<file path="src/rtl/rsw_pkg.sv">
package rsw_pkg;
   // Default sizing shared by the window and its helpers.
   localparam int unsigned DEF_NUM_ENT = 4;
   localparam int unsigned DEF_DATA_W  = 16;
   localparam int unsigned DEF_TAG_W   = 4;
   localparam int unsigned DEF_OP_W    = 4;

   // Operand slot state: holding a producer tag or holding data.
   typedef enum logic {
      OPND_WAIT = 1'b0,
      OPND_HAVE = 1'b1
   } opnd_state_e;
endpackage

</file>
<file path="src/rtl/rsw_operand.sv">
// One source operand field: loads at insert, snoops the result bus while waiting.
module rsw_operand
   import rsw_pkg::*;
#(
   parameter int unsigned DATA_W = DEF_DATA_W,
   parameter int unsigned TAG_W  = DEF_TAG_W
) (
   input  logic              clk,
   input  logic              rst_n,
   input  logic              load,
   input  logic              ld_rdy,
   input  logic [DATA_W-1:0] ld_val,
   input  logic [TAG_W-1:0]  ld_tag,
   input  logic              bc_valid,
   input  logic [TAG_W-1:0]  bc_tag,
   input  logic [DATA_W-1:0] bc_val,
   output logic              rdy,
   output logic [DATA_W-1:0] val
);
   opnd_state_e        st_q;
   logic [TAG_W-1:0]   tag_q;
   logic [DATA_W-1:0]  val_q;
   logic               ld_hit;
   logic               snoop_hit;

   // broadcast in the insert cycle is caught on the way in
   assign ld_hit    = bc_valid && (bc_tag == ld_tag);
   // a waiting field only listens to its own producer tag
   assign snoop_hit = (st_q == OPND_WAIT) && bc_valid && (bc_tag == tag_q);

   always_ff @(posedge clk) begin
      if (!rst_n) begin
         st_q  <= OPND_WAIT;
         tag_q <= '0;
         val_q <= '0;
      end else if (load) begin
         tag_q <= ld_tag;
         if (ld_rdy) begin
            st_q  <= OPND_HAVE;
            val_q <= ld_val;
         end else if (ld_hit) begin
            st_q  <= OPND_HAVE;
            val_q <= bc_val;
         end else begin
            st_q  <= OPND_WAIT;
         end
      end else if (snoop_hit) begin
         st_q  <= OPND_HAVE;
         val_q <= bc_val;
      end
   end

   assign rdy = (st_q == OPND_HAVE);
   assign val = val_q;
endmodule

</file>
<file path="src/rtl/rsw_slot_alloc.sv">
// Picks the lowest-numbered free slot as a one-hot vector.
module rsw_slot_alloc #(
   parameter int unsigned NUM_ENT = 4
) (
   input  logic [NUM_ENT-1:0] occupied,
   output logic [NUM_ENT-1:0] pick
);
   always_comb begin
      logic found;
      found = 1'b0;
      pick  = '0;
      for (int i = 0; i < NUM_ENT; i++) begin
         if (!occupied[i] && !found) begin
            pick[i] = 1'b1;
            found   = 1'b1;
         end
      end
   end
endmodule

</file>
<file path="src/rtl/rsw_age_arb.sv">
// Age matrix: older_q[j][i] = 1 means slot j was filled before slot i.
module rsw_age_arb #(
   parameter int unsigned NUM_ENT = 4
) (
   input  logic               clk,
   input  logic               rst_n,
   input  logic [NUM_ENT-1:0] alloc,
   input  logic [NUM_ENT-1:0] req,
   output logic [NUM_ENT-1:0] grant
);
   logic [NUM_ENT-1:0] older_q [NUM_ENT];

   generate
      for (genvar r = 0; r < NUM_ENT; r++) begin : g_row
         always_ff @(posedge clk) begin
            if (!rst_n) begin
               older_q[r] <= '0;
            end else begin
               for (int c = 0; c < NUM_ENT; c++) begin
                  if (alloc[r])
                     older_q[r][c] <= 1'b0;         // newcomer is older than nobody
                  else if (alloc[c])
                     older_q[r][c] <= 1'b1;         // everyone else precedes newcomer
               end
            end
         end
      end
   endgenerate

   // a requester wins when no other requester is older than it
   always_comb begin
      for (int i = 0; i < NUM_ENT; i++) begin
         logic blocked;
         blocked = 1'b0;
         for (int j = 0; j < NUM_ENT; j++) begin
            if (j != i && req[j] && older_q[j][i])
               blocked = 1'b1;
         end
         grant[i] = req[i] && !blocked;
      end
   end
endmodule

</file>
<file path="src/rtl/rs_issue_window.sv">
module rs_issue_window
   import rsw_pkg::*;
#(
   parameter int unsigned NUM_ENT = DEF_NUM_ENT,
   parameter int unsigned DATA_W  = DEF_DATA_W,
   parameter int unsigned TAG_W   = DEF_TAG_W,
   parameter int unsigned OP_W    = DEF_OP_W
) (
   input  logic              clk,
   input  logic              rst_n,
   input  logic              ins_valid,
   input  logic [OP_W-1:0]   ins_op,
   input  logic [TAG_W-1:0]  ins_dst,
   input  logic              ins_a_rdy,
   input  logic [DATA_W-1:0] ins_a_val,
   input  logic [TAG_W-1:0]  ins_a_tag,
   input  logic              ins_b_rdy,
   input  logic [DATA_W-1:0] ins_b_val,
   input  logic [TAG_W-1:0]  ins_b_tag,
   output logic              full,
   input  logic              res_valid,
   input  logic [TAG_W-1:0]  res_tag,
   input  logic [DATA_W-1:0] res_val,
   input  logic              unit_busy,
   output logic              iss_valid,
   output logic [OP_W-1:0]   iss_op,
   output logic [TAG_W-1:0]  iss_dst,
   output logic [DATA_W-1:0] iss_a,
   output logic [DATA_W-1:0] iss_b
);
   localparam int unsigned NUM_SRC = 2;

   generate
      if (NUM_ENT < 2) begin : g_bad_ent
         $error("rs_issue_window: NUM_ENT must be at least 2");
      end
      if (DATA_W < 1 || TAG_W < 1 || OP_W < 1) begin : g_bad_w
         $error("rs_issue_window: widths must be positive");
      end
   endgenerate

   logic [NUM_ENT-1:0] valid_q;
   logic [OP_W-1:0]    op_q  [NUM_ENT];
   logic [TAG_W-1:0]   dst_q [NUM_ENT];
   logic [NUM_ENT-1:0] src_rdy [NUM_SRC];
   logic [DATA_W-1:0]  src_val [NUM_SRC][NUM_ENT];
   logic [NUM_ENT-1:0] free_pick;
   logic [NUM_ENT-1:0] ins_slot;
   logic [NUM_ENT-1:0] ready;
   logic [NUM_ENT-1:0] req;
   logic [NUM_ENT-1:0] grant;
   logic               accept;

   // full only when every slot holds an entry
   assign full   = &valid_q;
   assign accept = ins_valid && !full;

   rsw_slot_alloc #(.NUM_ENT(NUM_ENT)) u_alloc (
      .occupied (valid_q),
      .pick     (free_pick)
   );
   assign ins_slot = free_pick & {NUM_ENT{accept}};

   generate
      for (genvar e = 0; e < NUM_ENT; e++) begin : g_ent
         rsw_operand #(.DATA_W(DATA_W), .TAG_W(TAG_W)) u_src_a (
            .clk      (clk),
            .rst_n    (rst_n),
            .load     (ins_slot[e]),
            .ld_rdy   (ins_a_rdy),
            .ld_val   (ins_a_val),
            .ld_tag   (ins_a_tag),
            .bc_valid (res_valid),
            .bc_tag   (res_tag),
            .bc_val   (res_val),
            .rdy      (src_rdy[0][e]),
            .val      (src_val[0][e])
         );
         rsw_operand #(.DATA_W(DATA_W), .TAG_W(TAG_W)) u_src_b (
            .clk      (clk),
            .rst_n    (rst_n),
            .load     (ins_slot[e]),
            .ld_rdy   (ins_b_rdy),
            .ld_val   (ins_b_val),
            .ld_tag   (ins_b_tag),
            .bc_valid (res_valid),
            .bc_tag   (res_tag),
            .bc_val   (res_val),
            .rdy      (src_rdy[1][e]),
            .val      (src_val[1][e])
         );

         always_ff @(posedge clk) begin
            if (!rst_n) begin
               valid_q[e] <= 1'b0;
               op_q[e]    <= '0;
               dst_q[e]   <= '0;
            end else if (ins_slot[e]) begin
               valid_q[e] <= 1'b1;
               op_q[e]    <= ins_op;
               dst_q[e]   <= ins_dst;
            end else if (grant[e]) begin
               valid_q[e] <= 1'b0;   // slot freed at the issue edge
            end
         end

         // all source fields must hold data
         assign ready[e] = valid_q[e] && src_rdy[0][e] && src_rdy[1][e];
      end
   endgenerate

   // a busy unit suppresses every request
   assign req = ready & {NUM_ENT{!unit_busy}};

   rsw_age_arb #(.NUM_ENT(NUM_ENT)) u_arb (
      .clk   (clk),
      .rst_n (rst_n),
      .alloc (ins_slot),
      .req   (req),
      .grant (grant)
   );

   always_comb begin
      iss_valid = |grant;
      iss_op    = '0;
      iss_dst   = '0;
      iss_a     = '0;
      iss_b     = '0;
      for (int e = 0; e < NUM_ENT; e++) begin
         if (grant[e]) begin
            iss_op  = iss_op  | op_q[e];
            iss_dst = iss_dst | dst_q[e];
            iss_a   = iss_a   | src_val[0][e];
            iss_b   = iss_b   | src_val[1][e];
         end
      end
   end
endmodule

</file>
<file path="config.mk">
export PLATFORM = sky130hd
export DESIGN_NAME = rs_issue_window
export DESIGN_NICKNAME = d
export VERILOG_FILES = /design/src/rtl/rsw_pkg.sv /design/src/rtl/rsw_operand.sv /design/src/rtl/rsw_slot_alloc.sv /design/src/rtl/rsw_age_arb.sv /design/src/rtl/rs_issue_window.sv
export SDC_FILE = /design/constraint.sdc
export NUM_CORES = 1
export LEC_CHECK = 0
export BUFFER_PORTS_ARGS = -buffer_cell sky130_fd_sc_hd__buf_2
export CAP_MARGIN = 0
export CELL_PAD_IN_SITES_DETAIL_PLACEMENT = 1
export CELL_PAD_IN_SITES_GLOBAL_PLACEMENT = 1
export CORE_MARGIN = 10
export CORE_UTILIZATION = 51
export CTS_BUF_LIST = sky130_fd_sc_hd__clkbuf_8
export CTS_CLUSTER_DIAMETER = 80
export DETAILED_ROUTE_END_ITERATION = 10
export HOLD_SLACK_MARGIN = 0.06
export PLACE_DENSITY_LB_ADDON = 0.05
export SLEW_MARGIN = 20
export SYNTH_ARGS = -nofsm -noshare
export SYNTH_HDL_FRONTEND = slang
export SYNTH_SLANG_ARGS = --single-unit
</file>
<file path="constraint.sdc">
create_clock -name clk -period 4.2 [get_ports clk]
set_input_delay 0.21 -clock clk [delete_from_list [all_inputs] [get_ports clk]]
set_output_delay 0.21 -clock clk [all_outputs]
set_load 0.005 [all_outputs]
</file>
# Word level (Yosys, flattened, before mapping)
# Memory sizes are Yosys's and may differ from the RTL's.
# Index checks and enable logic that the tools add are counted.
# W data, S select, Z words.
# word_totals
register_bits	172
latchBits	0
ram_bits	48
rom_bits	0
input_bits	75
word_cells	353
memories	3
# classes
n_addsub	0
multipliers	0
n_div	0
magnitude_cmp	0
eq_ne	18
shift	0
muxes	167
bitwise	58
reduce_logical	79
# memory_table
name	words	word_bits	rd	rd_clocked_by_memory_dff	write_ports	line	source
dst_q	4	4	4	0	4	rs_issue_window.sv:44	logic [TAG_W-1:0] dst_q [NUM_ENT];
op_q	4	4	4	0	4	rs_issue_window.sv:43	logic [OP_W-1:0] op_q [NUM_ENT];
u_arb.older_q	4	4	4	0	4	rsw_age_arb.sv:11	logic [NUM_ENT-1:0] older_q [NUM_ENT];
# ops
cell	n
$mux W16	28
$mux W1	123
$or A16 B16 Y16	6
$mux W4	16
$logic_and A1 B1 Y1	46
$eq A4 B4 Y1	10
$or A1 B1 Y1	36
$ne A3 B2 Y1 const B	8
$or A4 B4 Y4	6
$reduce_bool A2 Y1	12
$reduce_and A2 Y1	8
$logic_not A1 Y1	11
$and A4 B4 Y4	2
$not A1 Y1	8
$reduce_and A4 Y1	1
$reduce_or A4 Y1	1

# Logic depth before layout (Yosys ltp)
# Gate-level depths: netlist (run 1).
# logic_depth
depth_word	16
mapped_depth	7
depth_no_buf	5

# Modules after synthesis
# A second synthesis (run 1) with hierarchy kept.
# hier_totals
hier_cells	1007
area_unflattened_um2	10844.2
# by_module_without_submodules
module	instances	cells_each	area_per_inst_um2
rsw_operand	8	87	983.4
rs_issue_window	1	254	2324.7
rsw_age_arb	1	53	621.8
rsw_slot_alloc	1	4	30.0

# Worst setup path before layout (run 1)
# No wires, ideal clock.
# synth_path
path_type	flip-flop to flip-flop
from	reg valid_q[0]
to	mem dst_q[1][0] (netlist name), enable pin
setup_ns	0.329
t_arrival_ns	1.441
setup_slack_ns	2.430
stages_incl_launch_ff	7
period_less_slack_ns	1.770
cell_sequence	dfxtp_1 nand2_1 or2_1 buf_2 buf_2 buf_2 nand2_1
# synth_rtl
item	line	source
start, declared	rs_issue_window.sv:42	logic [NUM_ENT-1:0] valid_q;
start signal, assigned by index	rs_issue_window.sv:95	valid_q[e] <= 1'b0;
start signal, assigned by index	rs_issue_window.sv:99	valid_q[e] <= 1'b1;
start signal, assigned by index	rs_issue_window.sv:103	valid_q[e] <= 1'b0;
end, declared	rs_issue_window.sv:44	

# Worst setup path in the final report (run 1)
# layout_path
from	reg valid_q[2]
to	out iss_b[13]
# layout_via
elab_chain_cells	15
# layout_lines
item	line	source
$logic_and A1 B1 Y1 * (2 in series)	rs_issue_window.sv:108	assign ready[e] = valid_q[e] && src_rdy[0][e] && src_rdy[1][e];
$and A4 B4 Y4 *	rs_issue_window.sv:113	assign req = ready & {NUM_ENT{!unit_busy}};
$logic_and A1 B1 Y1	rsw_age_arb.sv:36	if (j != i && req[j] && older_q[j][i])
$mux W1 (2 in series)	rsw_age_arb.sv:36	
$logic_not A1 Y1	rsw_age_arb.sv:39	grant[i] = req[i] && !blocked;
$logic_and A1 B1 Y1	rsw_age_arb.sv:39	
$mux W16	rs_issue_window.sv:130	if (grant[e]) begin
$or A16 B16 Y16	rs_issue_window.sv:134	iss_b = iss_b | src_val[1][e];
$mux W16	rs_issue_window.sv:130	
$or A16 B16 Y16	rs_issue_window.sv:134	
$mux W16	rs_issue_window.sv:130	
$or A16 B16 Y16	rs_issue_window.sv:134	
$mux W16 *	rs_issue_window.sv:130	
end, declared	rs_issue_window.sv:29	output logic [DATA_W-1:0] iss_b
# Every way passes the cells marked *; elsewhere a longest branch is shown, timed or not.

==> impl_metrics.csv, run 1 <==
group,metric,value,unit
status,status,"finished, final reports clean",
placement,dp_hpwl,26.18,mm
layout,mostFrequentLayoutCell,"nand2_1",
routing,totalWireLength,39.28,mm
yosys,synth-warning-count,0,
pwr,powerDensity,361.9,nW/µm²
layout,final_cell_count_no_fill,1676,
clock_network,hold_buffers,17,
clock_network,clk_pin_slew,60,ps
layout,insertedDiodeCount,0,
floorplanning,die_x,171.0,µm
yosys,synth_compound_area_share,20.52,%
clock_network,cts_tree,"yes",
sta,setup_slack,1123,ps
sta,whs,167.8,ps
clock_network,clk_latency,550,ps
pwr,cellLeakagePower,5.862,nW
sta,rsz0062_at_grt,"false",
yosys,synth_seq_cells,216,
yosys,synthAdderAreaFrac,0,%
routing,first_iter_violations,843,
placement,placed_cells,1588,
sta,finalHoldViolCount,0,
floorplanning,io-pin-count,117,
clock_network,cts_buffers,40,
yosys,seq_area_frac_synth,40.99,%
sta,slew_headroom,24.83,%
sta,setup_viol,0,
hold_path,holdCritPathClass,"in2reg",
global_route,antenna_found_initial,1,
setup_path,cp.required,3990,ps
yosys,netlist.top_cell.by_area,"dfxtp_1",
setup_path,crit_start,"valid_q[2]",
floorplanning,die_h,171.0,µm
clock_network,cts_sinks,216,
sta,max_freq,325.0,MHz
clock_network,htreeDepth,2,
floorplanning,row_count,55,
yosys,synthArstFlopShare,0,%
floorplanning,start_util,51.65,%
hold_path,holdCritStartpoint,"ins_b_val[10]",
clock_network,postCtsSetupBuffers,0,
yosys,synth.distinct_cells,56,
layout,drive_above_1_share,17.76,%
clock_network,clock_path_buffers,3,
clock_network,cts_resized,0,
layout,final_cell_mix,"nand2_1 (243), dfxtp_1 (172), buf_2 (115), o211ai_1 (99), mux2i_1 (96)",
pwr,vdd_drop_max,0.2667,mV
global_route,grt_usage,26.43,%
layout,area_delta_synth_final,12.58,%
yosys,postSynthAreaPerCell,8.975,µm²
yosys,ys.flop_type,"dfxtp_1",
layout,finalNetCount,1437,
placement,place_ws,1622,ps
sta,period_minus_slack,3077,ps
yosys,synthSimpleGateAreaFrac,18.97,%
yosys,synth_xor_area_share,2.788,%
layout,fillCellCount,2643,
sta,maxSlewViolCount,0,
setup_path,arrival,2870,ps
yosys,synth_edf_count,44,
global_route,grt_overflow,0,
yosys,syn_inst,1295,
setup_path,path_max_fanout,42,
sta,skew,23.33,ps
global_route,grt_pass1_wl,60.40,mm
yosys,syn_nets,1370,
global_route,grt_start_max_net_pins,150,
sta,min_period_over_period,73.26,%
routing,dr.pass1.iters,6,
placement,io_buffers,116,
placement,finalWeightedCongestion,0.8875,
routing,drtAntennaViolNets,0,
yosys,synth_top_area_share,29.63,%
yosys,synth_top_family_by_area,"compound AO/OA/AOI/OAI gates",
routing,vias_per_cell,6.183,
yosys,muxShareOfSynthArea,11.56,%
setup_path,worstReg2RegStart,"valid_q[1]",
flow_run,maxCapViolations,0,
sta,tightest_slew,1128,ps
setup_path,critPathKind,"reg2out",
routing,wl_per_cell,23.44,µm
routing,via_count,10360,
floorplanning,core_area,22500,µm²
yosys,synth_area,11620,µm²
floorplanning,fp.dieArea,29230,µm²
routing,drc_errors,0,
global_route,grt_pass1_vias,10850,
setup_path,startpoint_type,"register",
yosys,synth_area_leaders,"dfxtp_1 (30%), edfxtp_1 (11%), mux2i_1 (8.3%), nand2_1 (7.8%), o211ai_1 (6.4%)",
clock_network,cts-root-buf,"clkbuf_8",
sta,setup_tns,0,ps
setup_path,cp-end-kind,"output port",
## registers in the layout, summed over array words and instances (netlist names)
name                 count
g_ent.u_src_b.rdy        4
g_ent.u_src_b.val       64
valid_q                  4
u_arb.older_q           12
dst_q                   16
g_ent.u_src_b.tag_q     16
g_ent.u_src_a.tag_q     16
g_ent.u_src_a.rdy        4
g_ent.u_src_a.val       64
op_q                    16
## worst paths after layout
kind	slack [ps]	cells after the start	end
setup / recovery	1120	6	iss_b[13]
hold / removal	170	4	g_ent[1].u_src_b.val[10]
setup reg to reg	1580	7	g_ent[3].u_src_b.val[15]
hold reg to reg	460	2	g_ent[2].u_src_a.val[3]
## cells by family after synthesis
| logic type | after synthesis |
|---|---|
| simple gates | 477 |
| xor+xnor | 37 |
| flops | 216 |
| mux | 129 |
| buf+inv | 131 |
| compound gates | 305 |
## per-layer routing
layer	share of wire (%)	global-route usage [%]	vias up
li1	-	-	4803
met1	39	29.75	5167
met2	52	47.43	303
met3	5.2	4.240	87
met4	4.1	12.85	2
met5	0.031	0	-
## where the power goes
part / switching, mW / internal, mW
registers: 0.0552 / 2.22
logic: 0.375 / 0.222
clock network: 0.888 / 0.978
total: 1.32 / 3.42
## critical path: stages, from the launching register on
cell and delay [ps]:
dfxtp_1 370, and4b_1 280, a22oi_1 190, and3_2 910, a22oi_1 230, nand2_1 170
buf_2 130
## layout make-up
cell class                      count  area [µm²]  share of cell area, %
Sequential cell                   216        4765                  36.41
Inverter                            7       26.28                 0.2008
Multi-Input combinational cell    948        6301                  48.15
Timing Repair Buffer              149       905.9                  6.923
Clock inverter                     26       111.4                 0.8510
Tap cell                          285       356.6                  2.725
Clock buffer                       45       619.3                  4.733
## synthesized netlist by cell type (all sizes together) (24+ instances only)
library cell    n
mux2i          97
xnor2          29
a21boi         33
o211ai        100
a22oi          84
nor2           77
buf            60
dfxtp         172
a41o           24
nand2b         54
clkbuf         64
mux2           32
edfxtp         44
and3           38
a21oi          32
nand2         245
## stage by stage
| stage | utilization, % | power [mW] | instance area [µm²] |
|---|---|---|---|
| 6_report | 58.15 | 4.736 | 13090 |
| 5_1_grt | 58.15 | 4.926 | 13090 |
| 4_1_cts | 58.15 | 4.762 | 13090 |
| 3_5_place_dp | 54.15 | 2.895 | 12180 |
| 3_3_place_gp | 54.11 | 2.875 | 12180 |
| 2_1_floorplan | - | 2.686 | 11620 |
(Power assumes the default switching activity.)
==> inputs of run 2 (changes only) <==
Settings changed: ABC_AREA set to 1, CORE_UTILIZATION 51 to 40.
Clock period 4.2 ns to 2.7 ns, I/O delays scaled along.
==> impl_metrics.csv, run 2 <==
group,metric,value,unit
sta,setup_viol,0,
sta,rsz0062_at_grt,"false",
yosys,synth_top_area_share,27.92,%
routing,wl_per_cell,19.81,µm
floorplanning,core_area,30510,µm²
global_route,grt_usage,23.84,%
routing,dr.pass1.iters,5,
yosys,muxShareOfSynthArea,0,%
yosys,synth_seq_cells,216,
clock_network,cts-root-buf,"clkbuf_8",
yosys,synth_compound_area_share,11.38,%
clock_network,cts_buffers,42,
yosys,netlist.top_cell.by_area,"dfxtp_1",
sta,maxSlewViolCount,0,
yosys,ys.flop_type,"dfxtp_1",
global_route,met3_usage,4.385,%
layout,insertedDiodeCount,0,
yosys,seq_area_frac_synth,38.63,%
global_route,grt_util_met1,35.15,%
clock_network,clk_latency,540,ps
yosys,synth_xor_area_share,0.4971,%
yosys,syn_inst,1864,
layout,final_cell_count_no_fill,2376,
sta,min_period_over_period,94.52,%
hold_path,holdCritStartpoint,"ins_b_val[9]",
floorplanning,die_h,195.6,µm
status,status,"finished, final reports clean",
sta,max_freq,391.8,MHz
setup_path,r2r_setup_slack,410,ps
routing,first_iter_violations,968,
global_route,met2_usage,35.15,%
setup_path,worstReg2RegStart,"valid_q[0]",
layout,area_delta_synth_final,12.61,%
setup_path,critPathKind,"reg2out",
yosys,synth_edf_count,44,
floorplanning,fp.dieArea,38260,µm²
layout,mostFrequentLayoutCell,"nand2_1",
yosys,synth_area,12330,µm²
pwr,vdd_drop_max,0.3008,mV
clock_network,clock_path_buffers,3,
hold_path,holdCritPathClass,"in2reg",
placement,finalWeightedCongestion,0.8921,
yosys,synth_top_family_by_area,"simple AND/OR/NAND/NOR gates",
layout,final_cell_mix,"nand2_1 (606), nor2_1 (221), dfxtp_1 (172), inv_1 (163), a21oi_1 (161)",
floorplanning,io-pin-count,117,
clock_network,cts_sinks,216,
flow_run,maxCapViolations,0,
sta,period_minus_slack,2552,ps
layout,drive_above_1_share,12.27,%
yosys,synthAdderAreaFrac,0,%
pwr,powerDensity,573.8,nW/µm²
yosys,yosysMostFrequentCell,"nand2_1",
sta,setup_tns,0,ps
yosys,syn_nets,1939,
floorplanning,row_count,64,
yosys,synth_area_leaders,"dfxtp_1 (28%), nand2_1 (18%), edfxtp_1 (11%), nor2_1 (6.8%), a21oi_1 (6.5%)",
routing,drtAntennaViolNets,0,
yosys,synth.distinct_cells,30,
sta,slew_headroom,44.37,%
setup_path,path_max_fanout,26,
routing,drc_errors,0,
yosys,postSynthAreaPerCell,6.616,µm²
clock_network,clk_pin_slew,60,ps
global_route,grt_overflow,0,
setup_path,arrival,2420,ps
hold_path,whs_path_depth,7,
setup_path,reg2reg_depth,6,
yosys,synthArstFlopShare,0,%
floorplanning,die_x,195.6,µm
global_route,top_usage_layer,"met2",
setup_path,cp.required,2570,ps
placement,dp_hpwl,32.86,mm
yosys,synth-warning-count,0,
pwr,cellLeakagePower,6.606,nW
setup_path,startpoint_type,"register",
setup_path,timing.rr.end,"g_ent[0].u_src_b.tag_q[3]",
clock_network,htreeDepth,2,
placement,placed_cells,2282,
yosys,synthTopCellsByCount,"nand2_1 (606), nor2_1 (223), dfxtp_1 (172), a21oi_1 (161), inv_1 (145)",
layout,fillCellCount,4134,
global_route,grt_start_max_net_pins,71,
hold_path,worstHoldEndpoint,"g_ent[1].u_src_b.val[9]",
setup_path,cp-end-kind,"output port",
sta,tightest_slew,831.9,ps
global_route,antenna_found_initial,0,
floorplanning,start_util,40.42,%
routing,totalWireLength,47.07,mm
routing,vias_per_cell,5.329,
clock_network,cts_tree,"yes",
sta,finalHoldViolCount,0,
layout,finalNetCount,2023,
sta,skew,14.08,ps
global_route,grt_pass1_wl,73.57,mm
sta,whs,142.9,ps
global_route,grt_pass1_vias,12550,
routing,via_count,12660,
yosys,synthSimpleGateAreaFrac,38.02,%
placement,io_buffers,116,
run 2: changes by cell type after synthesis, moves of 96 or more:
cell,before,now
a21oi_1,32,161
inv_1,7,145
mux2i_1,96,0
nand2_1,243,606
nor2_1,77,223
o211ai_1,99,0
run 2: where the power goes:
part	internal (mW)	total (mW)	switching, mW
Clock	1.59	3.06	1.46
Combinational	0.406	1.29	0.887
Sequential	3.51	3.62	0.112
run 2: what timing repair did:
| item | CTS | global route |
|---|---|---|
| gates resized for setup | 0 | 1 |
| hold buffers | 17 | 0 |
| pin swaps | 1 | 0 |
| setup buffers | 1 | 0 |
| hold endpoints to repair | 64 | 0 |
| setup endpoints to repair | 28 | 4 |
run 2: cell families after synthesis:
group                  Yosys count
AO/OA/AOI/OAI                  275
XOR/XNOR                         7
buffers and inverters          286
flip-flops                     216
AND/OR/NAND/NOR               1080
run 2: layout make-up:
class / instances / area (µm²) / share of cell area (%)
inverters: 157 / 589.3 / 4.243
clock inverters: 29 / 122.6 / 0.8829
well taps: 396 / 495.5 / 3.568
multi-input cells: 1362 / 6180 / 44.50
flip-flops and latches: 216 / 4765 / 34.31
clock buffers: 47 / 646.9 / 4.658
repair buffers: 169 / 1090 / 7.847
run 2: metrics by stage:
stage	power, mW	cell area, µm²	setup WS (ps)	utilization (%)
after global placement	4.900	12920	414.7	42.36
final	7.969	13890	148.0	45.52
after detailed placement	4.936	12920	413.5	42.36
after global routing	8.348	13890	8.408	45.52
after CTS	8.019	13880	98.85	45.51
after floorplan	4.526	12330	1060	-
run 2: worst max path at each step:
stage	from	to	cells after the start	slack, ps
finish	g_ent[2].u_src_b.rdy	iss_b[13]	8	150
global route	g_ent[2].u_src_b.rdy	iss_a[15]	8	8
CTS	g_ent[3].u_src_b.rdy	iss_dst[0]	8	100
detailed placement	g_ent[1].u_src_a.rdy	iss_b[13]	8	410
global placement	g_ent[1].u_src_a.rdy	iss_b[13]	8	410
floorplan	valid_q[0]	u_arb.older_q[0][3]	7	1060
run 2: layer usage:
metal	wire length (µm)	share of wire, %
met4	717	1.5
met3	3005	6.4
met1	23360	50
met5	0	0
met2	19980	42
run 2: worst max-delay path, stage by stage, from the launching register on:
cell	delay, ps
dfxtp_1	430
nand3_1	150
nor2_1	260
nand2_1	140
nor2_4	130
buf_4	340
nand2_1	90
nand4_1	170
buf_2	140
